`src/rtl/rr_pkg.sv`:
```
package rr_pkg;

   typedef enum logic [2:0] {
      RR_INIT = 3'd0,
      RR_RUN  = 3'd1,
      RR_TEST = 3'd2,
      RR_HOLD = 3'd3,
      RR_DEAD = 3'd4
   } rr_state_e;

endpackage

```
`src/rtl/rr_sched.sv`:
```
module rr_sched #(
   parameter int TBF_W       = 16,
   parameter int TIME_W      = 32,
   parameter int SCALE_NUM   = 667,
   parameter int SCALE_SHIFT = 10
) (
   input  logic [TBF_W-1:0]  tbf,
   input  logic [TIME_W-1:0] now,
   input  logic [TIME_W-1:0] floor_gap,
   output logic [TIME_W-1:0] due
);
   localparam int K_W    = $clog2(SCALE_NUM + 1);
   localparam int PROD_W = TBF_W + K_W;

   initial begin : p_param_chk
      assert (SCALE_NUM >= 1) else $fatal(1, "SCALE_NUM must be positive");
      assert (TIME_W >= PROD_W) else $fatal(1, "TIME_W too narrow for scaled estimate");
      assert (SCALE_SHIFT < PROD_W) else $fatal(1, "SCALE_SHIFT too large");
   end

   logic [PROD_W-1:0] prod;
   logic [PROD_W-1:0] scaled;
   logic [TIME_W-1:0] span;
   logic [TIME_W-1:0] gap;

   generate
      if (SCALE_NUM == 1) begin : g_unit
         assign prod = PROD_W'(tbf);
      end else begin : g_mult
         assign prod = PROD_W'(tbf) * PROD_W'(SCALE_NUM);
      end
      if (SCALE_SHIFT == 0) begin : g_noshift
         assign scaled = prod;
      end else begin : g_shift
         assign scaled = prod >> SCALE_SHIFT;
      end
   endgenerate

   always_comb begin
      span = TIME_W'(scaled);
      gap  = (span < floor_gap) ? floor_gap : span;
      due  = now + gap;
   end

endmodule

```
`src/rtl/rr_trim_sel.sv`:
```
module rr_trim_sel #(
   parameter int NUM_BLK = 3,
   parameter int TRIM_W  = 3
) (
   input  logic               clk,
   input  logic               rst,
   input  logic               adv_trim,
   input  logic               adv_blk,
   output logic [TRIM_W-1:0]  trim,
   output logic [NUM_BLK-1:0] sel,
   output logic               trim_full,
   output logic               last_blk
);
   localparam logic [TRIM_W-1:0]  TRIM_TOP  = '1;
   localparam logic [NUM_BLK-1:0] SEL_FIRST = NUM_BLK'(1);

   initial begin : p_param_chk
      assert (NUM_BLK >= 2) else $fatal(1, "NUM_BLK must be at least 2");
      assert (TRIM_W >= 1) else $fatal(1, "TRIM_W must be at least 1");
   end

   always_ff @(posedge clk) begin
      if (rst) begin
         trim <= '0;
         sel  <= SEL_FIRST;
      end else if (adv_blk) begin
         trim <= '0;
         sel  <= {sel[NUM_BLK-2:0], 1'b0};
      end else if (adv_trim) begin
         trim <= trim + TRIM_W'(1);
      end
   end

   assign trim_full = (trim == TRIM_TOP);
   assign last_blk  = sel[NUM_BLK-1];

   // select register never holds zero or several bits
   a_r8_sel_onehot: assert property (@(posedge clk) disable iff (rst)
      $onehot(sel));

   // a trim step moves the code up by exactly one
   a_r4_trim_step: assert property (@(posedge clk) disable iff (rst)
      (adv_trim && !adv_blk) |=> (trim == $past(trim) + TRIM_W'(1)));

   // switchover restarts trim and moves the select one place
   a_r7_swap_restart: assert property (@(posedge clk) disable iff (rst)
      adv_blk |=> (trim == '0) && (sel == {$past(sel[NUM_BLK-2:0]), 1'b0}));

endmodule

```
`src/rtl/tune_replace_ctrl.sv`:
```
module tune_replace_ctrl #(
   parameter int NUM_BLK     = 3,
   parameter int TRIM_W      = 3,
   parameter int TIME_W      = 32,
   parameter int TBF_W       = 16,
   parameter int SCALE_NUM   = 667,
   parameter int SCALE_SHIFT = 10
) (
   input  logic               clk,
   input  logic               rst,
   input  logic [TIME_W-1:0]  now_time,
   input  logic               meas_valid,
   input  logic [TBF_W-1:0]   meas_tbf,
   input  logic [TBF_W-1:0]   tbf_limit,
   input  logic [TIME_W-1:0]  min_gap,
   output logic               test_req,
   output logic [TRIM_W-1:0]  trim_code,
   output logic [NUM_BLK-1:0] blk_sel,
   output logic [TIME_W-1:0]  next_test,
   output logic               exhausted,
   output logic               log_valid,
   output logic [TIME_W-1:0]  log_stamp,
   output logic [TBF_W-1:0]   log_tbf
);
   import rr_pkg::*;

   rr_state_e         state, state_nx;
   logic              accept, need_fix, adv_trim, adv_blk, go_dead, load_sched, due_now;
   logic              trim_full, last_blk;
   logic [TIME_W-1:0] sched_due;

   rr_sched #(
      .TBF_W(TBF_W), .TIME_W(TIME_W),
      .SCALE_NUM(SCALE_NUM), .SCALE_SHIFT(SCALE_SHIFT)
   ) u_sched (
      .tbf(meas_tbf), .now(now_time), .floor_gap(min_gap), .due(sched_due)
   );

   rr_trim_sel #(.NUM_BLK(NUM_BLK), .TRIM_W(TRIM_W)) u_trim_sel (
      .clk(clk), .rst(rst), .adv_trim(adv_trim), .adv_blk(adv_blk),
      .trim(trim_code), .sel(blk_sel), .trim_full(trim_full), .last_blk(last_blk)
   );

   always_comb begin
      accept     = meas_valid && ((state == RR_INIT) || (state == RR_TEST));
      need_fix   = accept && (meas_tbf <= tbf_limit);
      adv_trim   = need_fix && !trim_full;
      adv_blk    = need_fix && trim_full && !last_blk;
      go_dead    = need_fix && trim_full && last_blk;
      load_sched = accept && !adv_blk && !go_dead;
      due_now    = (now_time >= next_test);
   end

   always_comb begin
      state_nx = state;
      unique case (state)
         RR_INIT, RR_TEST: begin
            if (accept) begin
               if (go_dead)      state_nx = RR_DEAD;
               else if (adv_blk) state_nx = RR_HOLD;
               else              state_nx = RR_RUN;
            end
         end
         RR_RUN:  if (due_now) state_nx = RR_TEST;
         RR_HOLD: state_nx = RR_TEST;
         RR_DEAD: state_nx = RR_DEAD;
         default: state_nx = RR_INIT;
      endcase
   end

   always_ff @(posedge clk) begin
      if (rst) begin
         state     <= RR_INIT;
         next_test <= '0;
         log_valid <= 1'b0;
         log_stamp <= '0;
         log_tbf   <= '0;
      end else begin
         state     <= state_nx;
         log_valid <= accept;
         if (load_sched) next_test <= sched_due;
         if (accept) begin
            log_stamp <= now_time;
            log_tbf   <= meas_tbf;
         end
      end
   end

   assign test_req  = (state == RR_INIT) || (state == RR_TEST) || (state == RR_HOLD);
   assign exhausted = (state == RR_DEAD);

   // alarm is sticky and freezes the repair outputs
   a_r9_dead_frozen: assert property (@(posedge clk) disable iff (rst)
      exhausted |=> exhausted && $stable(trim_code) && $stable(blk_sel) && $stable(next_test));

   // test mode spans the hold cycle and the following test cycle
   a_r7_hold_test: assert property (@(posedge clk) disable iff (rst)
      adv_blk |=> test_req ##1 test_req);

   // offers outside test mode leave trim and select alone
   a_r10_idle_ignore: assert property (@(posedge clk) disable iff (rst)
      (!test_req && meas_valid) |=> $stable(trim_code) && $stable(blk_sel));

   // a record follows every accepted measurement
   a_r6_log_pulse: assert property (@(posedge clk) disable iff (rst)
      accept |=> log_valid && (log_tbf == $past(meas_tbf)));

   // switchover keeps the schedule
   a_r7_sched_kept: assert property (@(posedge clk) disable iff (rst)
      adv_blk |=> $stable(next_test));

endmodule

```
`config.mk`:
```
export PLATFORM = sky130hd
export DESIGN_NAME = tune_replace_ctrl
export DESIGN_NICKNAME = d
export VERILOG_FILES = /design/src/rtl/rr_pkg.sv /design/src/rtl/rr_sched.sv /design/src/rtl/rr_trim_sel.sv /design/src/rtl/tune_replace_ctrl.sv
export SDC_FILE = /design/constraint.sdc
export NUM_CORES = 1
export LEC_CHECK = 0
export ABC_AREA = 1
export CAP_MARGIN = 0
export CORE_MARGIN = 2
export CORE_UTILIZATION = 54
export CTS_CLUSTER_DIAMETER = 40
export DETAILED_ROUTE_END_ITERATION = 8
export GPL_TIMING_DRIVEN = 1
export PLACE_DENSITY = 0.93
export SYNTH_ARGS = -nofsm -noshare
export SYNTH_HDL_FRONTEND = slang
export SYNTH_SLANG_ARGS = --single-unit
export TNS_END_PERCENT = 5
```
`constraint.sdc`:
```
create_clock -name clk -period 9.1 [get_ports clk]
set_input_delay 0.91 -clock clk [delete_from_list [all_inputs] [get_ports clk]]
set_output_delay 0.91 -clock clk [all_outputs]
set_load 0.005 [all_outputs]
```
==> results.cfg, run 1 <==
[outcome]
status = finished, final reports clean

[worst_setup_path]
r2r-end = next_test[12]$_SDFFE_PP0P_
setup.worst_path.class = in -> reg
crit_path_start_kind = input pin
worstRegToRegCells = 9
worstPathRequired_ps = 9370
cpPeakStageDelay_ps = 550
crit_slowest_cell = clkdlybuf4s50_1
rrSetupSlack_ps = 6520
cp.arrival_ps = 8810
critPathMostFrequentCell = nand2_1
reg2reg_from = state[0]$_SDFFE_PP0P_
crit_path_end_kind = flop
critPathMaxFanout = 17

[cts]
htree_levels = 3
worst_skew_pair.late_latency_ps = 340
cts_tree = yes
cts_setup_buffers = 0
ctsHoldBuffers = 0
clockBufferDepth = 2
clock_sinks = 90
cts_root_buffer = clkbuf_16
cts_buffers = 9
path_clk_slew_ps = 70
cts_resized = 0

[synth]
muxShareOfSynthArea_pct = 0
avgSynthCellArea_um2 = 7.18
yosys_warnings = 0
synth-edff-count = 0
ys_seq_area_share_pct = 18.3
synth_top_family_by_area = adder cells
syn-num-nets = 1696
syn_area_um2 = 9870
synth_fa_ha_area_share_pct = 31.9
synthArstFlopShare_pct = 0
yosysTopAreaCell = ha_1
synth_ff_type = dfxtp_1
ys_seq_elements = 90
yosys-top-cells-count = inv_1, nand2_1, ha_1
synth-simple-area-share_pct = 19.5
synthCells = 1374
synthXorXnorAreaFrac_pct = 3.44
synth_compound_area_share_pct = 15.7
yosysTopAreaCellShare_pct = 22.3
ys_types = 48
synth_most_common_cell = inv_1
synthTopCellsByArea = ha_1, dfxtp_1, fa_1, inv_1, nand2_1

[grt]
antenna_found_initial = 1
grt_pass1_vias = 9608
track_usage_pct = 29.7
grt_overflow = 0
grt_max_degree = 60
grt_pass1_wl_um = 47100

[timing]
slew_headroom_pct = 41.4
post-route-min-period_ps = 8540
period_share_pct = 93.9
tns_ps = 0
fmax_mhz = 117
skew_ps = 9.60
fin_hold_ws_ps = 472
hold_viol = 0
final_max_slew_viol_count = 0
worst_pin_slew_ps = 878
rsz0062_at_grt = false
finalSetupViolations = 0

[detailed_routing]
vias = 9764
firstDrtPassIters = 7
drt-wirelength-per-cell_um = 16.4
totalWireLength_um = 29000
remaining_drc_errors = 0
vias_per_cell = 5.52
ant_nets = 0
drt_iter0_markers = 841

[floorplanning]
start_util_pct = 54.9
die_x_um = 139
core_area_um2 = 18000
die_area_um2 = 19400
ioPinCount = 188
die_h_um = 139
rows = 49

[pwr]
powerDensity_nw_per_um2 = 213
irDropWorstVdd_uv = 212
power_leakage_nw = 6.00
p_total_mw = 2.61

[placed_design]
place_area_um2 = 11900
port_buffers = 187
gp_congestion = 0.952
dp_hpwl_um = 23900

[min_path]
hp-class = reg -> reg
min_delay_path_depth = 2
min_from = u_trim_sel.sel[0]$_SDFFE_PP1P_
hold_end = u_trim_sel.sel[0]$_SDFFE_PP1P_

[finish]
fin_nets = 1857
final_area_um2 = 12200
drive_gt1_share_pct = 3.83
n_fill_cell = 1452
syn_to_final_growth_pct = 23.8

[run]
cap_violations = 0
==> cell families (layout without fill, tap and decap cells) <==
family          Yosys count  count (layout)
fa+ha+maj               223             223
simple gates            453             453
flops                    90              90
xor+xnor                 37              37
compound gates          283             283
buf+inv                 288             454
other cells               0               1
==> per-layer routing <==
layer	wire length (um)	global-route usage, %
met4	858	9.36
met2	13200	49.0
met5	0	0
met1	12600	39.8
met3	2360	5.32
==> worst max-delay path: cells and delay by family <==
family | cells | cell delay [ps]
and+or+nand+nor | 18 | 1730
AOI/OAI and AO/OA | 9 | 1770
buffers and inverters | 7 | 930
xor gates and xnor gates | 1 | 220
adders and majority gates | 8 | 3260
==> worst max path at each step <==
stage                            from                    endpoint  cells past startpoint
after CTS                 meas_tbf[4]  next_test[21]$_SDFFE_PP0P_                     43
after floorplan           meas_tbf[3]  next_test[22]$_SDFFE_PP0P_                     42
after global routing      meas_tbf[7]  next_test[22]$_SDFFE_PP0P_                     43
final                     meas_tbf[3]  next_test[21]$_SDFFE_PP0P_                     43
after global placement    meas_tbf[5]  next_test[22]$_SDFFE_PP0P_                     42
after detailed placement  meas_tbf[5]  next_test[22]$_SDFFE_PP0P_                     41
==> state kept, by name, summed over array words and instances, names as in the netlist <==
name	cells
next_test	32
log_tbf	16
log_valid	1
log_stamp	32
u_trim_sel.sel	3
u_trim_sel.trim	3
state	3
==> report_power, final <==
part	internal [mW]	total (mW)	switching, mW	leakage, nW
combinational	0.715	1.76	1.05	5.11
clock	0.215	0.386	0.171	0.146
sequential	0.431	0.455	0.0244	0.745
total	1.36	2.61	1.24	6.00
==> cell type report <==
type                       count  area [um2]  share of cell area (%)
clock inverter                 7        77.6                   0.635
tap                          229         287                    2.35
inverter                     245         920                    7.53
sequential                    90        1800                    14.8
multi-input combinational    996        6980                    57.1
clock buffer                   9         225                    1.84
antenna                        1        2.50                  0.0205
timing repair buffer         193        1920                    15.7
==> cells in the final DEF (no fill, tap or decap), types with 3 or more instances in the layout <==
cell type,synthesis,routed
a211oi_1,7,7
a21o_1,4,4
a21oi_1,123,121
a21oi_2,3,5
a31oi_1,6,6
buf_4,2,6
clkbuf_16,0,9
clkdlybuf4s50_1,0,185
clkinv_4,0,3
dfxtp_1,90,90
fa_1,47,47
ha_1,176,176
inv_1,242,241
inv_2,3,3
nand2_1,213,213
nand2_2,12,12
nand3_1,41,41
nand3_2,3,3
nand3b_1,3,3
nand4_1,18,18
nor2_1,133,133
nor3_1,14,14
nor4_1,8,8
o21a_1,4,4
o21ai_0,111,111
o21bai_1,6,6
o31ai_1,3,3
xnor2_1,15,15
xor2_1,20,20
==> stage by stage <==
| stage | setup WS [ps] | instances | util [%] |
|---|---|---|---|
| 2_1_floorplan | 1530 | 1374 | - |
| 3_3_place_gp | 467 | 1753 | 66.2 |
| 3_5_place_dp | 218 | 1753 | 66.2 |
| 4_1_cts | 533 | 1769 | 67.9 |
| 5_1_grt | 4.44 | 1769 | 68.0 |
| 6_report | 556 | 1770 | 68.0 |
No activity file was read; power rests on OpenSTA's default activity.
==> run 2, diff against run 1 <==
--- a/config.mk
+++ b/config.mk
@@ -9,10 +9,12 @@
 export CAP_MARGIN = 0
 export CORE_MARGIN = 2
 export CORE_UTILIZATION = 54
-export CTS_CLUSTER_DIAMETER = 40
+export CTS_CLUSTER_DIAMETER = 150
 export DETAILED_ROUTE_END_ITERATION = 8
 export GPL_TIMING_DRIVEN = 1
+export MAX_ROUTING_LAYER = met4
 export PLACE_DENSITY = 0.93
+export SLEW_MARGIN = 20
 export SYNTH_ARGS = -nofsm -noshare
 export SYNTH_HDL_FRONTEND = slang
 export SYNTH_SLANG_ARGS = --single-unit
==> run 2 against run 1 <==
  * Global-route usage grew 1.2 points
  * Clock power down 7.3%
  * Cell area down 0.36%
  * Sequential share of layout area is 0.053 points higher
  * Critical path depth decreased by 2
  * Combinational power about the same
  * Sequential cell count did not move
  * Largest cell class unchanged
  * Utilization fell by 0.24 points
  * Final cell count shrank 0.11%
  * Count of clock-buffer cells in the layout increased by 2
  * Critical endpoint is now next_test[22]$_SDFFE_PP0P_
==> results.cfg, run 2 (same netlist as run 1, synthesis figures left out) <==
[placed_design]
gp_congestion = 0.978
dp_hpwl_um = 24100
dp_cells = 1752
port_buffers = 187
dpl_worst_slack_ps = 214

[timing]
period_share_pct = 93.3
rsz0062_at_grt = false
final_max_slew_viol_count = 0
tns_ps = 0
hold_viol = 0
finalSetupViolations = 0
timing.final.ws_setup_ps = 606
slew_headroom_pct = 41.6
post-route-min-period_ps = 8490
fmax_mhz = 118
worst_pin_slew_ps = 867
skew_ps = 6.65

[pwr]
power_frac_comb_pct = 68.4
seq_power_share_pct = 17.7
power.share.switching_pct = 48.1
irDropWorstVdd_uv = 196
power_leakage_nw = 5.98
intPower_mw = 1.33
clock_power_share_pct = 13.9
netSwitchingPower_mw = 1.24
powerDensity_nw_per_um2 = 211

[detailed_routing]
drt_iter0_markers = 809
vias_per_cell = 5.58
firstDrtPassIters = 8
drt-wirelength-per-cell_um = 16.4
vias = 9869
remaining_drc_errors = 0
totalWireLength_um = 29000
ant_nets = 0

[floorplanning]
ioPinCount = 188
die_x_um = 139
rows = 49
start_util_pct = 54.9
die_h_um = 139
die_area_um2 = 19400
core_area_um2 = 18000

[worst_setup_path]
worstPathRequired_ps = 9340
critPathMostFrequentCell = nand2_1
cp.arrival_ps = 8740
crit_path_start_kind = input pin
worstRegToRegCells = 11
r2r-end = state[1]$_SDFFE_PP0P_
reg2reg_from = next_test[26]$_SDFFE_PP0P_
critPathMaxFanout = 17
setup.worst_path.class = in -> reg
cpPeakStageDelay_ps = 520
crit_slowest_cell = fa_1
rrSetupSlack_ps = 6500
crit_path_end_kind = flop

[finish]
layout.cells.non_filler = 1768
multi_input_area_um2 = 6970
n_fill_cell = 1474
reg_top3 = log_stamp (32), next_test (32), log_tbf (16)
layout_common_cells = inv_1, nand2_1, clkdlybuf4s50_1
syn_to_final_growth_pct = 23.3
final_util_pct = 67.7
drive_gt1_share_pct = 3.64
fin_nets = 1856
final_common_cell = inv_1
seqCellArea_um2 = 1800

[cts]
ctsHoldBuffers = 0
path_clk_slew_ps = 60
cts_resized = 0
cts_tree = yes
cts_setup_buffers = 0
cts_root_buffer = clkbuf_16
cts_buffers = 9
htree_levels = 3
clock_sinks = 90
worst_skew_pair.late_latency_ps = 360
clockBufferDepth = 2

[min_path]
hp-class = reg -> reg
hold_end = log_stamp[9]$_SDFFE_PP0P_
min_from = log_stamp[9]$_SDFFE_PP0P_
min_delay_path_depth = 2

[grt]
grt_overflow = 0
antenna_found_initial = 1
grt_pass1_vias = 9624
grt_pass1_wl_um = 47300
grt_max_degree = 60
track_usage_pct = 30.9

[run]
cap_violations = 0

[outcome]
status = finished, final reports clean
[run 2: worst max-delay path, delay by kind of cell]
family / cells / cell delay, ps
AOI/OAI and AO/OA: 4 / 720
buffers and inverters: 6 / 810
and+or+nand+nor: 21 / 2530
xor gates and xnor gates: 1 / 150
adders and majority gates: 9 / 3600
[run 2: how the worst max path moves through the flow]
stage | startpoint | to | slack (ps)
after detailed placement | meas_tbf[8] | next_test[22]$_SDFFE_PP0P_ | 210
after CTS | meas_tbf[4] | next_test[21]$_SDFFE_PP0P_ | 550
after global routing | meas_tbf[3] | next_test[21]$_SDFFE_PP0P_ | 10
after floorplan | meas_tbf[3] | next_test[22]$_SDFFE_PP0P_ | 1530
final | meas_tbf[7] | next_test[22]$_SDFFE_PP0P_ | 610
after global placement | meas_tbf[8] | next_test[22]$_SDFFE_PP0P_ | 470
[run 2: routing by layer]
metal	vias to the layer above	routed length, um	global-route usage [%]
li1	4802	-	-
met1	4563	12600	40.7
met2	438	13000	48.7
met3	66	2440	4.73
met4	0	940	11.0
met5	-	0	-
[run 2: power by group through the flow]
stage / registers [mW] / clock network (mW) / logic (mW)
detailed placement: 0.463 / 0 / 1.72
global route: 0.459 / 0.376 / 2.00
floorplan: 0.462 / 0 / 1.26
CTS: 0.454 / 0.358 / 1.74
finish: 0.455 / 0.358 / 1.76
global placement: 0.461 / 0 / 1.66
[run 2: area by class of cell]
class,instances,share of cell area [%]
clock buffers,11,1.99
clock inverters,4,0.236
diodes,1,0.0206
multi-input cells,996,57.3
inverters,245,7.56
repair buffers,192,15.8
well taps,229,2.35
flip-flops and latches,90,14.8
[run 2: stage by stage]
step / hold WS [ps] / power, mW / cell area (um2)
after floorplan: 455 / 1.72 / 9870
after global placement: 459 / 2.12 / 11900
after detailed placement: 473 / 2.19 / 11900
after CTS: 487 / 2.55 / 12200
after global routing: 498 / 2.84 / 12200
final: 480 / 2.57 / 12200
==> run 3, diff against run 2 <==
--- a/config.mk
+++ b/config.mk
@@ -14,7 +14,6 @@
 export GPL_TIMING_DRIVEN = 1
 export MAX_ROUTING_LAYER = met4
 export PLACE_DENSITY = 0.93
-export SLEW_MARGIN = 20
 export SYNTH_ARGS = -nofsm -noshare
 export SYNTH_HDL_FRONTEND = slang
 export SYNTH_SLANG_ARGS = --single-unit
==> results of run 3 <==
Same layout as run 2: the final DEF is identical, and so are final timing and power.
